## config.mk

```make
export PLATFORM = sky130hd
export DESIGN_NAME = period_meter
export DESIGN_NICKNAME = d
export VERILOG_FILES = /design/src/rtl/pm_pkg.sv /design/src/rtl/pm_sync.sv /design/src/rtl/pm_tick.sv /design/src/rtl/pm_window.sv /design/src/rtl/pm_divider.sv /design/src/rtl/period_meter.sv
export SDC_FILE = /design/constraint.sdc
export NUM_CORES = 1
export LEC_CHECK = 0
export ABC_AREA = 1
export BUFFER_PORTS_ARGS = -buffer_cell sky130_fd_sc_hd__buf_4
export CORE_MARGIN = 4
export CORE_UTILIZATION = 65
export DETAILED_ROUTE_END_ITERATION = 6
export PLACE_DENSITY = 0.94
export SLEW_MARGIN = 20
export SYNTH_ARGS = -nofsm -noshare
export SYNTH_HDL_FRONTEND = slang
export SYNTH_SLANG_ARGS = --single-unit
```

## constraint.sdc

```tcl
create_clock -name clk -period 3.75 [get_ports clk]
set_input_delay 0.75 -clock clk [delete_from_list [all_inputs] [get_ports clk]]
set_output_delay 0.75 -clock clk [all_outputs]
set_load 0.01 [all_outputs]
```

## src/rtl/pm_pkg.sv

```systemverilog
package pm_pkg;

    typedef enum logic [1:0] {
        DIV_IDLE = 2'd0,
        DIV_RUN  = 2'd1,
        DIV_DONE = 2'd2
    } div_state_e;

    typedef enum logic [1:0] {
        LAT_HOLD = 2'd0,
        LAT_SET  = 2'd1,
        LAT_CLR  = 2'd2
    } latch_act_e;

    function automatic latch_act_e latch_action(input logic set_in, input logic clr_in);
        if (set_in && !clr_in)
            return LAT_SET;
        else if (clr_in && !set_in)
            return LAT_CLR;
        else
            return LAT_HOLD;
    endfunction

endpackage

```

## src/rtl/pm_sync.sv

```systemverilog
module pm_sync #(
    parameter int W      = 2,
    parameter int STAGES = 2
) (
    input  logic         clk,
    input  logic         rst,
    input  logic [W-1:0] d_i,
    output logic [W-1:0] q_o
);
    logic [W-1:0] stage_q [STAGES];

    genvar s;
    generate
        for (s = 0; s < STAGES; s++) begin : g_stage
            if (s == 0) begin : g_first
                always_ff @(posedge clk) begin
                    if (rst) stage_q[0] <= '0;
                    else     stage_q[0] <= d_i;
                end
            end else begin : g_next
                always_ff @(posedge clk) begin
                    if (rst) stage_q[s] <= '0;
                    else     stage_q[s] <= stage_q[s-1];
                end
            end
        end
    endgenerate

    assign q_o = stage_q[STAGES-1];
endmodule

```

## src/rtl/pm_tick.sv

```systemverilog
module pm_tick #(
    parameter int TICK_DIV = 200000
) (
    input  logic clk,
    input  logic rst,
    output logic tick_o
);
    localparam int TW = (TICK_DIV > 2) ? $clog2(TICK_DIV) : 1;
    localparam logic [TW-1:0] LAST = TW'(TICK_DIV - 1);

    logic [TW-1:0] cnt_q;

    always_ff @(posedge clk) begin
        if (rst) begin
            cnt_q  <= '0;
            tick_o <= 1'b0;
        end else begin
            tick_o <= (cnt_q == LAST);
            if (cnt_q == LAST) cnt_q <= '0;
            else               cnt_q <= cnt_q + TW'(1);
        end
    end
endmodule

```

## src/rtl/pm_window.sv

```systemverilog
module pm_window
    import pm_pkg::*;
#(
    parameter int TS_W  = 32,
    parameter int CNT_W = 16
) (
    input  logic             clk,
    input  logic             rst,
    input  logic             set_s,
    input  logic             clr_s,
    input  logic             svc,
    output logic             latch_q,
    output logic [CNT_W-1:0] win_cnt,
    output logic [TS_W-1:0]  win_span,
    output logic             ovf
);
    localparam logic [CNT_W-1:0] CNT_MAX = '1;

    logic             latch_d;
    logic [TS_W-1:0]  ts_q;
    logic [TS_W-1:0]  ts_ref;
    logic [TS_W-1:0]  ts_last;
    logic             have_ref;
    logic             rise;
    logic [CNT_W-1:0] cnt_base;

    assign rise     = latch_q & ~latch_d;
    assign cnt_base = svc ? '0 : win_cnt;
    assign win_span = ts_last - ts_ref;

    always_ff @(posedge clk) begin
        if (rst) begin
            latch_q  <= 1'b0;
            latch_d  <= 1'b0;
            ts_q     <= '0;
            ts_ref   <= '0;
            ts_last  <= '0;
            have_ref <= 1'b0;
            win_cnt  <= '0;
            ovf      <= 1'b0;
        end else begin
            ts_q    <= ts_q + TS_W'(1);
            latch_d <= latch_q;
            unique case (latch_action(set_s, clr_s))
                LAT_SET: latch_q <= 1'b1;
                LAT_CLR: latch_q <= 1'b0;
                default: latch_q <= latch_q;
            endcase

            if (svc && (win_cnt != '0))
                ts_ref <= ts_last;
            win_cnt <= cnt_base;

            if (rise) begin
                ts_last <= ts_q;
                if (!have_ref) begin
                    have_ref <= 1'b1;
                    ts_ref   <= ts_q;
                end else if (cnt_base == CNT_MAX) begin
                    ovf <= 1'b1;
                end else begin
                    win_cnt <= cnt_base + CNT_W'(1);
                end
            end
        end
    end
endmodule

```

## src/rtl/pm_divider.sv

```systemverilog
module pm_divider
    import pm_pkg::*;
#(
    parameter int N_W = 32,
    parameter int D_W = 16
) (
    input  logic           clk,
    input  logic           rst,
    input  logic           start,
    input  logic [N_W-1:0] dividend,
    input  logic [D_W-1:0] divisor,
    output logic           busy,
    output logic           done,
    output logic [N_W-1:0] quotient
);
    localparam int IT_W = $clog2(N_W + 1);

    div_state_e     st;
    logic [N_W-1:0] quo;
    logic [D_W-1:0] rem;
    logic [D_W-1:0] dvs;
    logic [IT_W-1:0] left;
    logic [D_W:0]   trial;
    logic [D_W:0]   diff;
    logic           fits;

    assign trial = {rem, quo[N_W-1]};
    assign diff  = trial - {1'b0, dvs};
    assign fits  = (trial >= {1'b0, dvs});

    always_ff @(posedge clk) begin
        if (rst) begin
            st   <= DIV_IDLE;
            quo  <= '0;
            rem  <= '0;
            dvs  <= '0;
            left <= '0;
        end else begin
            unique case (st)
                DIV_IDLE: begin
                    if (start) begin
                        quo  <= dividend;
                        dvs  <= divisor;
                        rem  <= '0;
                        left <= IT_W'(N_W);
                        st   <= DIV_RUN;
                    end
                end
                DIV_RUN: begin
                    if (fits) begin
                        rem <= diff[D_W-1:0];
                        quo <= {quo[N_W-2:0], 1'b1};
                    end else begin
                        rem <= trial[D_W-1:0];
                        quo <= {quo[N_W-2:0], 1'b0};
                    end
                    left <= left - IT_W'(1);
                    if (left == IT_W'(1)) st <= DIV_DONE;
                end
                DIV_DONE: st <= DIV_IDLE;
                default:  st <= DIV_IDLE;
            endcase
        end
    end

    assign busy     = (st != DIV_IDLE);
    assign done     = (st == DIV_DONE);
    assign quotient = quo;
endmodule

```

## src/rtl/period_meter.sv

```systemverilog
module period_meter #(
    parameter int TS_W     = 32,
    parameter int CNT_W    = 16,
    parameter int TICK_DIV = 200000
) (
    input  logic             clk,
    input  logic             rst,
    input  logic             cmp_set_i,
    input  logic             cmp_clr_i,
    input  logic             poll_i,
    output logic [TS_W-1:0]  period_o,
    output logic [CNT_W-1:0] edge_cnt_o,
    output logic             no_edge_o,
    output logic             valid_o,
    output logic             overflow_o
);
    logic             set_s;
    logic             clr_s;
    logic [1:0]       sync_q;
    logic             tick;
    logic             pending;
    logic             want;
    logic             svc;
    logic             latch_q;
    logic [CNT_W-1:0] win_cnt;
    logic [TS_W-1:0]  win_span;
    logic             div_start;
    logic             div_busy;
    logic             div_done;
    logic [TS_W-1:0]  div_quo;
    logic [CNT_W-1:0] cnt_hold;

    pm_sync #(.W(2), .STAGES(2)) u_sync (
        .clk (clk),
        .rst (rst),
        .d_i ({cmp_set_i, cmp_clr_i}),
        .q_o (sync_q)
    );
    assign set_s = sync_q[1];
    assign clr_s = sync_q[0];

    pm_tick #(.TICK_DIV(TICK_DIV)) u_tick (
        .clk    (clk),
        .rst    (rst),
        .tick_o (tick)
    );

    assign want      = poll_i | tick | pending;
    assign svc       = want & ~div_busy & ~valid_o;
    assign div_start = svc & (win_cnt != '0);

    pm_window #(.TS_W(TS_W), .CNT_W(CNT_W)) u_win (
        .clk      (clk),
        .rst      (rst),
        .set_s    (set_s),
        .clr_s    (clr_s),
        .svc      (svc),
        .latch_q  (latch_q),
        .win_cnt  (win_cnt),
        .win_span (win_span),
        .ovf      (overflow_o)
    );

    pm_divider #(.N_W(TS_W), .D_W(CNT_W)) u_div (
        .clk      (clk),
        .rst      (rst),
        .start    (div_start),
        .dividend (win_span),
        .divisor  (win_cnt),
        .busy     (div_busy),
        .done     (div_done),
        .quotient (div_quo)
    );

    always_ff @(posedge clk) begin
        if (rst) begin
            pending    <= 1'b0;
            cnt_hold   <= '0;
            period_o   <= '0;
            edge_cnt_o <= '0;
            no_edge_o  <= 1'b0;
            valid_o    <= 1'b0;
        end else begin
            pending <= want & ~svc;
            valid_o <= 1'b0;
            if (svc) cnt_hold <= win_cnt;
            if (svc && (win_cnt == '0)) begin
                valid_o    <= 1'b1;
                no_edge_o  <= 1'b1;
                edge_cnt_o <= '0;
            end else if (div_done) begin
                valid_o    <= 1'b1;
                no_edge_o  <= 1'b0;
                edge_cnt_o <= cnt_hold;
                period_o   <= div_quo;
            end
        end
    end
endmodule

```

==> results of run 1 <==
cell type report:
cell class | instances | area (um2)
Clock buffer | 40 | 816
Timing Repair Buffer | 67 | 503
Multi-Input combinational cell | 1460 | 7430
Sequential cell | 278 | 5570
Clock inverter | 11 | 153
Inverter | 353 | 1330
Fill cell | 1605 | 5890
Tap cell | 280 | 350
routing by layer:
| metal | routed length, um | up-vias | part of all wire [%] |
|---|---|---|---|
| li1 | - | 6992 | - |
| met1 | 15900 | 6373 | 44 |
| met2 | 16500 | 554 | 46 |
| met3 | 2650 | 85 | 7.4 |
| met4 | 886 | 0 | 2.5 |
| met5 | 0 | - | 0 |
cells by family (layout without fill, tap and decap cells):
| kind of cell | Yosys count | after routing | share of synthesized area, % |
|---|---|---|---|
| buf+inv | 432 | 471 | 11.6 |
| fa+ha+maj | 54 | 54 | 4.70 |
| simple gates | 920 | 920 | 27.7 |
| compound gates | 457 | 457 | 16.4 |
| flops | 278 | 278 | 37.9 |
| xor+xnor | 29 | 29 | 1.73 |
worst min path at each step:
stage                                                  to  slack, ps  depth (start not counted)
after floorplan           u_sync.stage_q[1][0]$_SDFF_PP0_        390                          2
after CTS                 u_sync.stage_q[0][1]$_SDFF_PP0_        400                          3
final                     u_sync.stage_q[0][1]$_SDFF_PP0_        400                          3
after detailed placement  u_sync.stage_q[1][0]$_SDFF_PP0_        400                          2
after global placement    u_sync.stage_q[1][0]$_SDFF_PP0_        390                          2
after global routing      u_sync.stage_q[0][1]$_SDFF_PP0_        410                          3
power by group through the flow:
stage               Clock [mW]  Sequential (mW)  Combinational (mW)
detailed placement           0             3.17                1.48
CTS                       2.89             3.11                1.51
floorplan                    0             3.15                1.17
finish                    2.88             3.11                1.54
global route              3.03             3.12                1.76
global placement             0             3.16                1.45
state kept, by name (all words and copies together), names as in the netlist, 2 cells and up:
signal          cells
u_div.rem          16
u_win.ts_q         32
u_win.ts_ref       32
u_div.left          6
period_o           32
u_div.st            2
edge_cnt_o         16
u_win.win_cnt      16
u_div.dvs          16
u_sync.stage_q      4
cnt_hold           16
u_tick.cnt_q       18
u_win.ts_last      32
u_div.quotient     32
cell usage in the layout, fill, tap and decap left out, types with 4 or more instances in the layout:
cell type  count
xor2_1        19
nor2_2        15
a31oi_1        9
o22ai_1       22
nor2_1       180
nand2_4        5
dfxtp_1      278
o21a_1         9
a21oi_1      260
clkinv_2       4
nand2_2        9
xnor2_1       10
nand3_1      103
nand2_1      501
clkbuf_1       5
inv_1        345
o21ai_1       14
a211oi_1      13
buf_4         67
nand3b_1      24
nand4_1       17
nor2_4         6
o21ai_0      123
nor4_1         6
ha_1          52
nor3_1        28
nand3_2        5
clkbuf_16     28
clkbuf_8       7
inv_2          7
worst max-delay path, cell delays in order, from the launching register on:
cell	delay, ps
dfxtp_1	320
inv_2	80
nor2_4	40
inv_2	720
nor2_1	80
inv_1	730
o21ai_0	280
a21oi_1	210
a21oi_1	60
==> metrics.txt, run 1 <==
H-Tree Depth 1; first-pass GRT wire length between 60 and 70 mm; syn_nets approximately 2,200; grt peak-use layer met2; CP startpoint u_win.latch_q$_SDFFE_PP0P_; Max Clock Freq 374 MHz; CTS tree built; number of cells produced by synthesis 2,170; period utilisation layout 71.3%; Peak VDD IR between 0.3 and 0.4 mV; antenna fix cells 0; Most used DFF post-synth dfxtp_1; Row Count 54; crit end category flip-flop; Core Area ~22,000 um2; Reg-to-Reg Start u_win.latch_q$_SDFFE_PP0P_; M2 GR Usage between 40% and 50%; fin util about 73%; placed cell areas ~15,000 um2; Flop pwr share between 40% and 50%; Yosys reg bits 278; die height 158 um; Pwr Density about 470 nW/um2; Inserted Clock Buffers 28; postcts setup bufs 0; Setup WS pre-CTS about 800 ps; Port-buffer cells 55; area of the die about 25,000 um2; Initial Utilization 66.7%; Total Routing Usage GR 28.6%; Clock Tree Root clkbuf_16; Leak roughly 7.1 nW; crit-path max FO 65; global route overflow 0; HPWL after DPL 24.9 mm; Syn. warnings 0; Post-CTS Resized 0; nets roughly 2,200; dpl cells between 2,000 and 2,500; Hold Path Class primary input to flip-flop; post-synth top area share 37.9%; register area share after synthesis a little under two fifths; final non-filler cell total roughly 2,500; Min Hold Slack a little under 400 ps; initial antenna violation count 0; DR vias 14,004; Sw Ratio a little over 30%; I/O pin total 56; Critical Path RT about 4200 ps; CP Launch Type flip-flop; post-route DRC violation count 0; clock period minus worst slack between 2000 and 3000 ps; Clock power frac between 30% and 40%; Post-synth top cells 501 x nand2_1, 345 x inv_1, 278 x dfxtp_1, 260 x a21oi_1, 181 x nor2_1; top cells by area, synth dfxtp_1 38%, nand2_1 13%, a21oi_1 8.9%, inv_1 8.8%, nor2_1 4.6%; Pre-Repair DR Iteration Count 6; Area growth syn-to-layout 9.85%; worst setup path endpoint u_win.ts_ref[21]$_SDFF_PP0_; Reg clk slew, reported paths around 60 ps; initial drt markers approximately 1,300; final-report max-slew violation count 0; final WL 35.9 mm; EDFF count, synth 0; Sum Neg Setup Slack 0 ps; final number of setup-violating endpoints 0; status finished clean; final worst setup slack about 1100 ps; RSZ-0062 raised after global routing no; hold path start cmp_set_i; Mapped Area 14,700 um2; Max Cap Violations 0; hold buffers post-CTS 0; FF-to-FF End u_win.ts_ref[21]$_SDFF_PP0_; post-route cell area between 15,000 and 20,000 um2; die width around 160 um; most common cell in the netlist nand2_1; Post-synth ARST share 0%; clk_skew 16.0 ps; final hold viol count 0; Comb pwr share around a fifth; R2R depth 8; switching power ~2.3 mW; met3 Use GR under 10%; Placer Congestion between 0.9 and 1; actual slew at the worst max-slew pin roughly 1000 ps; post-route ant nets 0; area leader, netlist dfxtp_1; Yosys cell types between 50 and 60; Avg Cell Area, Syn around 6.8 um2; GR Util met1 between 30% and 40%; WL per Instance about 14 um; Pwr Total around 7.5 mW; clk buf depth 3; Skew-Pair Late Insertion Delay ~550 ps; Slew HR between 30% and 40%; vias per inst approximately 5.6; largest net degree at the start of global routing 80; flop2flop setup slack 1080 ps; Setup CP Type flip-flop to flip-flop; CTS sink count approximately 280; layout cells sized above 1 7.92%; crit path DAT between 3000 and 4000 ps; vias in the first global route 13,130; P_int approximately 5.3 mW
Power figures use the tool's default switching activity.
==> inputs of run 2 (changes only) <==
--- a/config.mk
+++ b/config.mk
@@ -5,12 +5,12 @@
 export SDC_FILE = /design/constraint.sdc
 export NUM_CORES = 1
 export LEC_CHECK = 0
-export ABC_AREA = 1
+export ABC_AREA = 0
 export BUFFER_PORTS_ARGS = -buffer_cell sky130_fd_sc_hd__buf_4
 export CORE_MARGIN = 4
-export CORE_UTILIZATION = 65
+export CORE_UTILIZATION = 56
 export DETAILED_ROUTE_END_ITERATION = 6
-export PLACE_DENSITY = 0.94
+export PLACE_DENSITY = 0.87
 export SLEW_MARGIN = 20
 export SYNTH_ARGS = -nofsm -noshare
 export SYNTH_HDL_FRONTEND = slang
==> constraint.sdc (replaced) <==
create_clock -name clk -period 2.4 [get_ports clk]
set_input_delay 0.48 -clock clk [delete_from_list [all_inputs] [get_ports clk]]
set_output_delay 0.48 -clock clk [all_outputs]
set_load 0.01 [all_outputs]
==> run 2 against run 1 <==
Against the previous run:
- the run now ends with design-rule violations, negative setup slack left
- maximum frequency grew 5.4%
- sequential share of layout area is essentially flat
- count of clock-buffer cells in the layout is 5 higher
- combinational power down 21%
- routed wire length decreased by 0.79%
- critical path type unchanged
==> metrics.txt, run 2 <==
DR vias 12,543 (-10%); area of the die 26,100 um2 (+4.0%); final number of setup-violating endpoints 21 (+21); Top delay family on crit path compound AO/OA/AOI/OAI gates; final-report max-slew violation count 0 (unchanged); Total Routing Usage GR 25.6% (-2.9 points); Area growth syn-to-layout 23.0%; WL per Instance 16.9 um (+17%); Yosys cell types 69 (+28%); HPWL after DPL 22.1 mm (-11%); slowest CP cell or4_1; Comb pwr share 11.5% (-9.0 points); register area share after synthesis 42.2% (+4.3 points); hold buffers post-CTS 0 (unchanged); Row Count 55 (+1.9%); Setup CP Type flip-flop to flip-flop; die width 161 um (+2.0%); I/O pin total 56 (unchanged); EDFF count, synth 0 (unchanged); number of cells produced by synthesis 1,660 (-24%); global route overflow 0 (unchanged); die height 161 um (+2.0%); clk buf depth 3 (unchanged); period utilisation layout 106% (+34 points); Core Area 22,900 um2 (+4.0%); CTS sink count 278 (unchanged); Clock Tree Root clkbuf_16; H-Tree Depth 1 (unchanged); Peak VDD IR 0.505 mV (+63%); nets 1,832 (-18%); initial drt markers 1,351 (+6.5%); Avg Cell Area, Syn 7.95 um2 (+17%); initial antenna violation count 0 (unchanged); final hold viol count 0 (unchanged); Clock power frac 43.8% (+5.5 points); Pwr Density 653 nW/um2 (+40%); violated checks design-rule violations, negative setup slack; switching power 2.59 mW (+14%); Syn. warnings 0 (unchanged); area leader, netlist dfxtp_1; Initial Utilization 57.6% (-9.1 points); CP bufs+invs 1 (-2); Skew-Pair Late Insertion Delay 570 ps (+20 ps); Pre-Repair DR Iteration Count 7 (+1); top cells by area, synth dfxtp_1 42%, nand2_1 10%, a21oi_1 6.7%, ha_1 4.9%, nor2_1 4.3%; clk_skew 30.7 ps (+14.7 ps); CTS tree built; Port-buffer cells 55 (unchanged); vias per inst 5.95 (+5.8%); largest net degree at the start of global routing 70 (-13%); Cell Chain, Critical Path inv_2, ha_4, fa_2, nand2b_4, a21o_1, a21o_1, a21o_1, nand3_2, a31oi_1, or4_1, o211ai_1; Placer Congestion 0.914 (-2.4%); post-synth top area share 42.2% (+4.3 points); layout cells sized above 1 19.3% (+11 points); most frequent cells in the layout 351 x nand2_1, 261 x dfxtp_1, 169 x buf_4; Post-synth ARST share 0% (unchanged); Mapped Area 13,200 um2 (-10%); antenna fix cells 0 (unchanged); CP peak stage delay 410 ps (-320 ps); crit path DAT 3010 ps (-90 ps); Critical Path RT 2870 ps (-1310 ps); first-pass GRT wire length 57.2 mm (-6.0%); actual slew at the worst max-slew pin 661 ps (-356 ps); Max Cap Violations 0 (unchanged); clock period minus worst slack 2540 ps (-138 ps); Hold Path Class primary input to flip-flop; syn_nets 1,719 (-23%); RSZ-0062 raised after global routing yes; Setup WS pre-CTS -200 ps (-1020 ps); Pwr Total 10.6 mW (+41%); Flop pwr share 44.8% (+3.5 points); Yosys reg bits 278 (unchanged); Max Clock Freq 394 MHz (+5.4%); most common cell in the netlist nand2_1; Slew HR 55.9% (+24 points); Reg clk slew, reported paths 70 ps (about the same); final WL 35.6 mm (-0.79%); Leak 6.24 nW (-12%); post-route ant nets 0 (unchanged); crit end category flip-flop; Inserted Clock Buffers 29 (+3.6%); post-route DRC violation count 4 (+4); crit-path max FO 2 (-97%); Sw Ratio 24.4% (-5.8 points); final worst setup slack -137 ps (-1210 ps); leading cell type in the layout, fill and taps excluded nand2_1; most used cell, CP a21o_1; status finished with violations; vias in the first global route 12,087 (-7.9%); P_int 8.00 mW (+52%); Most used DFF post-synth dfxtp_1; CP Launch Type flip-flop; Post-synth top cells 358 x nand2_1, 278 x dfxtp_1, 176 x a21oi_1, 152 x nor2_1
[run 2: changes by cell type after synthesis, moves of 32 or more]
cell      change
nand3_1      -68
a21oi_1      -84
o21ai_0      -76
xor2_1       +32
nand2_1     -143
inv_1       -274
a311oi_1     +32
[run 2: power by group through the flow]
stage	Sequential (mW)	Combinational [mW]	Clock [mW]
floorplan	4.82	0.694	0
global placement	4.83	0.962	0
detailed placement	4.84	0.990	0
CTS	4.74	1.06	4.68
global route	4.75	1.31	4.89
finish	4.74	1.21	4.64
[run 2: kinds of logic after synthesis]
family	after synthesis	synth area share, %
AO/OA/AOI/OAI	373	17.6
AND/OR/NAND/NOR	690	23.1
buffers and inverters	167	5.25
multiplexers	14	1.06
adder cells (fa/ha/maj)	54	5.24
XOR/XNOR	84	5.58
flip-flops	278	42.2
[run 2: final timing paths]
check | start | to | slack, ps | cells past startpoint
worst min register to register | u_sync.stage_q[0][0]$_SDFF_PP0_ | u_sync.stage_q[1][0]$_SDFF_PP0_ | 430 | 1
worst min-delay path | cmp_set_i | u_sync.stage_q[0][1]$_SDFF_PP0_ | 130 | 2
worst max-delay path | u_win.ts_last[0]$_SDFFE_PP0P_ | u_div.quotient[26]$_SDFFE_PP0P_ | -140 | 11
worst max register to register | u_win.ts_last[0]$_SDFFE_PP0P_ | u_div.quotient[26]$_SDFFE_PP0P_ | -140 | 11
[run 2: through the flow]
| step | area [um2] | hold slack, ps | utilization, % | cells | TNS [ps] |
|---|---|---|---|---|---|
| 2_1_floorplan | 13200 | 414 | - | 1660 | -879 |
| 3_3_place_gp | 14500 | 417 | 63.1 | 2039 | -913 |
| 3_5_place_dp | 14500 | 427 | 63.1 | 2039 | -2420 |
| 4_1_cts | 15800 | 117 | 69.1 | 2102 | -1600 |
| 5_1_grt | 16200 | 121 | 70.8 | 2107 | -3540 |
| 6_report | 16200 | 131 | 70.8 | 2107 | -1250 |
[run 2: layout make-up]
type	instances	area [um2]
multi-input cells	1215	7570
fillers	1605	6690
flip-flops and latches	278	5590
repair buffers	178	1420
clock buffers	45	876
well taps	313	392
inverters	71	267
clock inverters	7	116
[run 2: worst register-to-register path, delay by kind of cell, from the launching register on]
kind,cells,cell delay (ps)
AO/OA/AOI/OAI,5,870
buffers and inverters,1,50
flip-flops,1,340
adder cells (fa/ha/maj),2,520
AND/OR/NAND/NOR,3,670
[run 2: repair_timing]
action                     CTS  global route
setup endpoints to repair   29            31
cloned                       1             0
buffers inserted            11             9
pin swaps                   21            39
gates resized for setup     58            79
[run 2: metal layers]
layer	track usage (%)	share of wire (%)	vias to the layer above
met5	0	0	-
met4	12.0	5.1	0
met3	3.80	5.5	151
met2	45.0	50	497
met1	30.9	40	5941
li1	-	-	5954
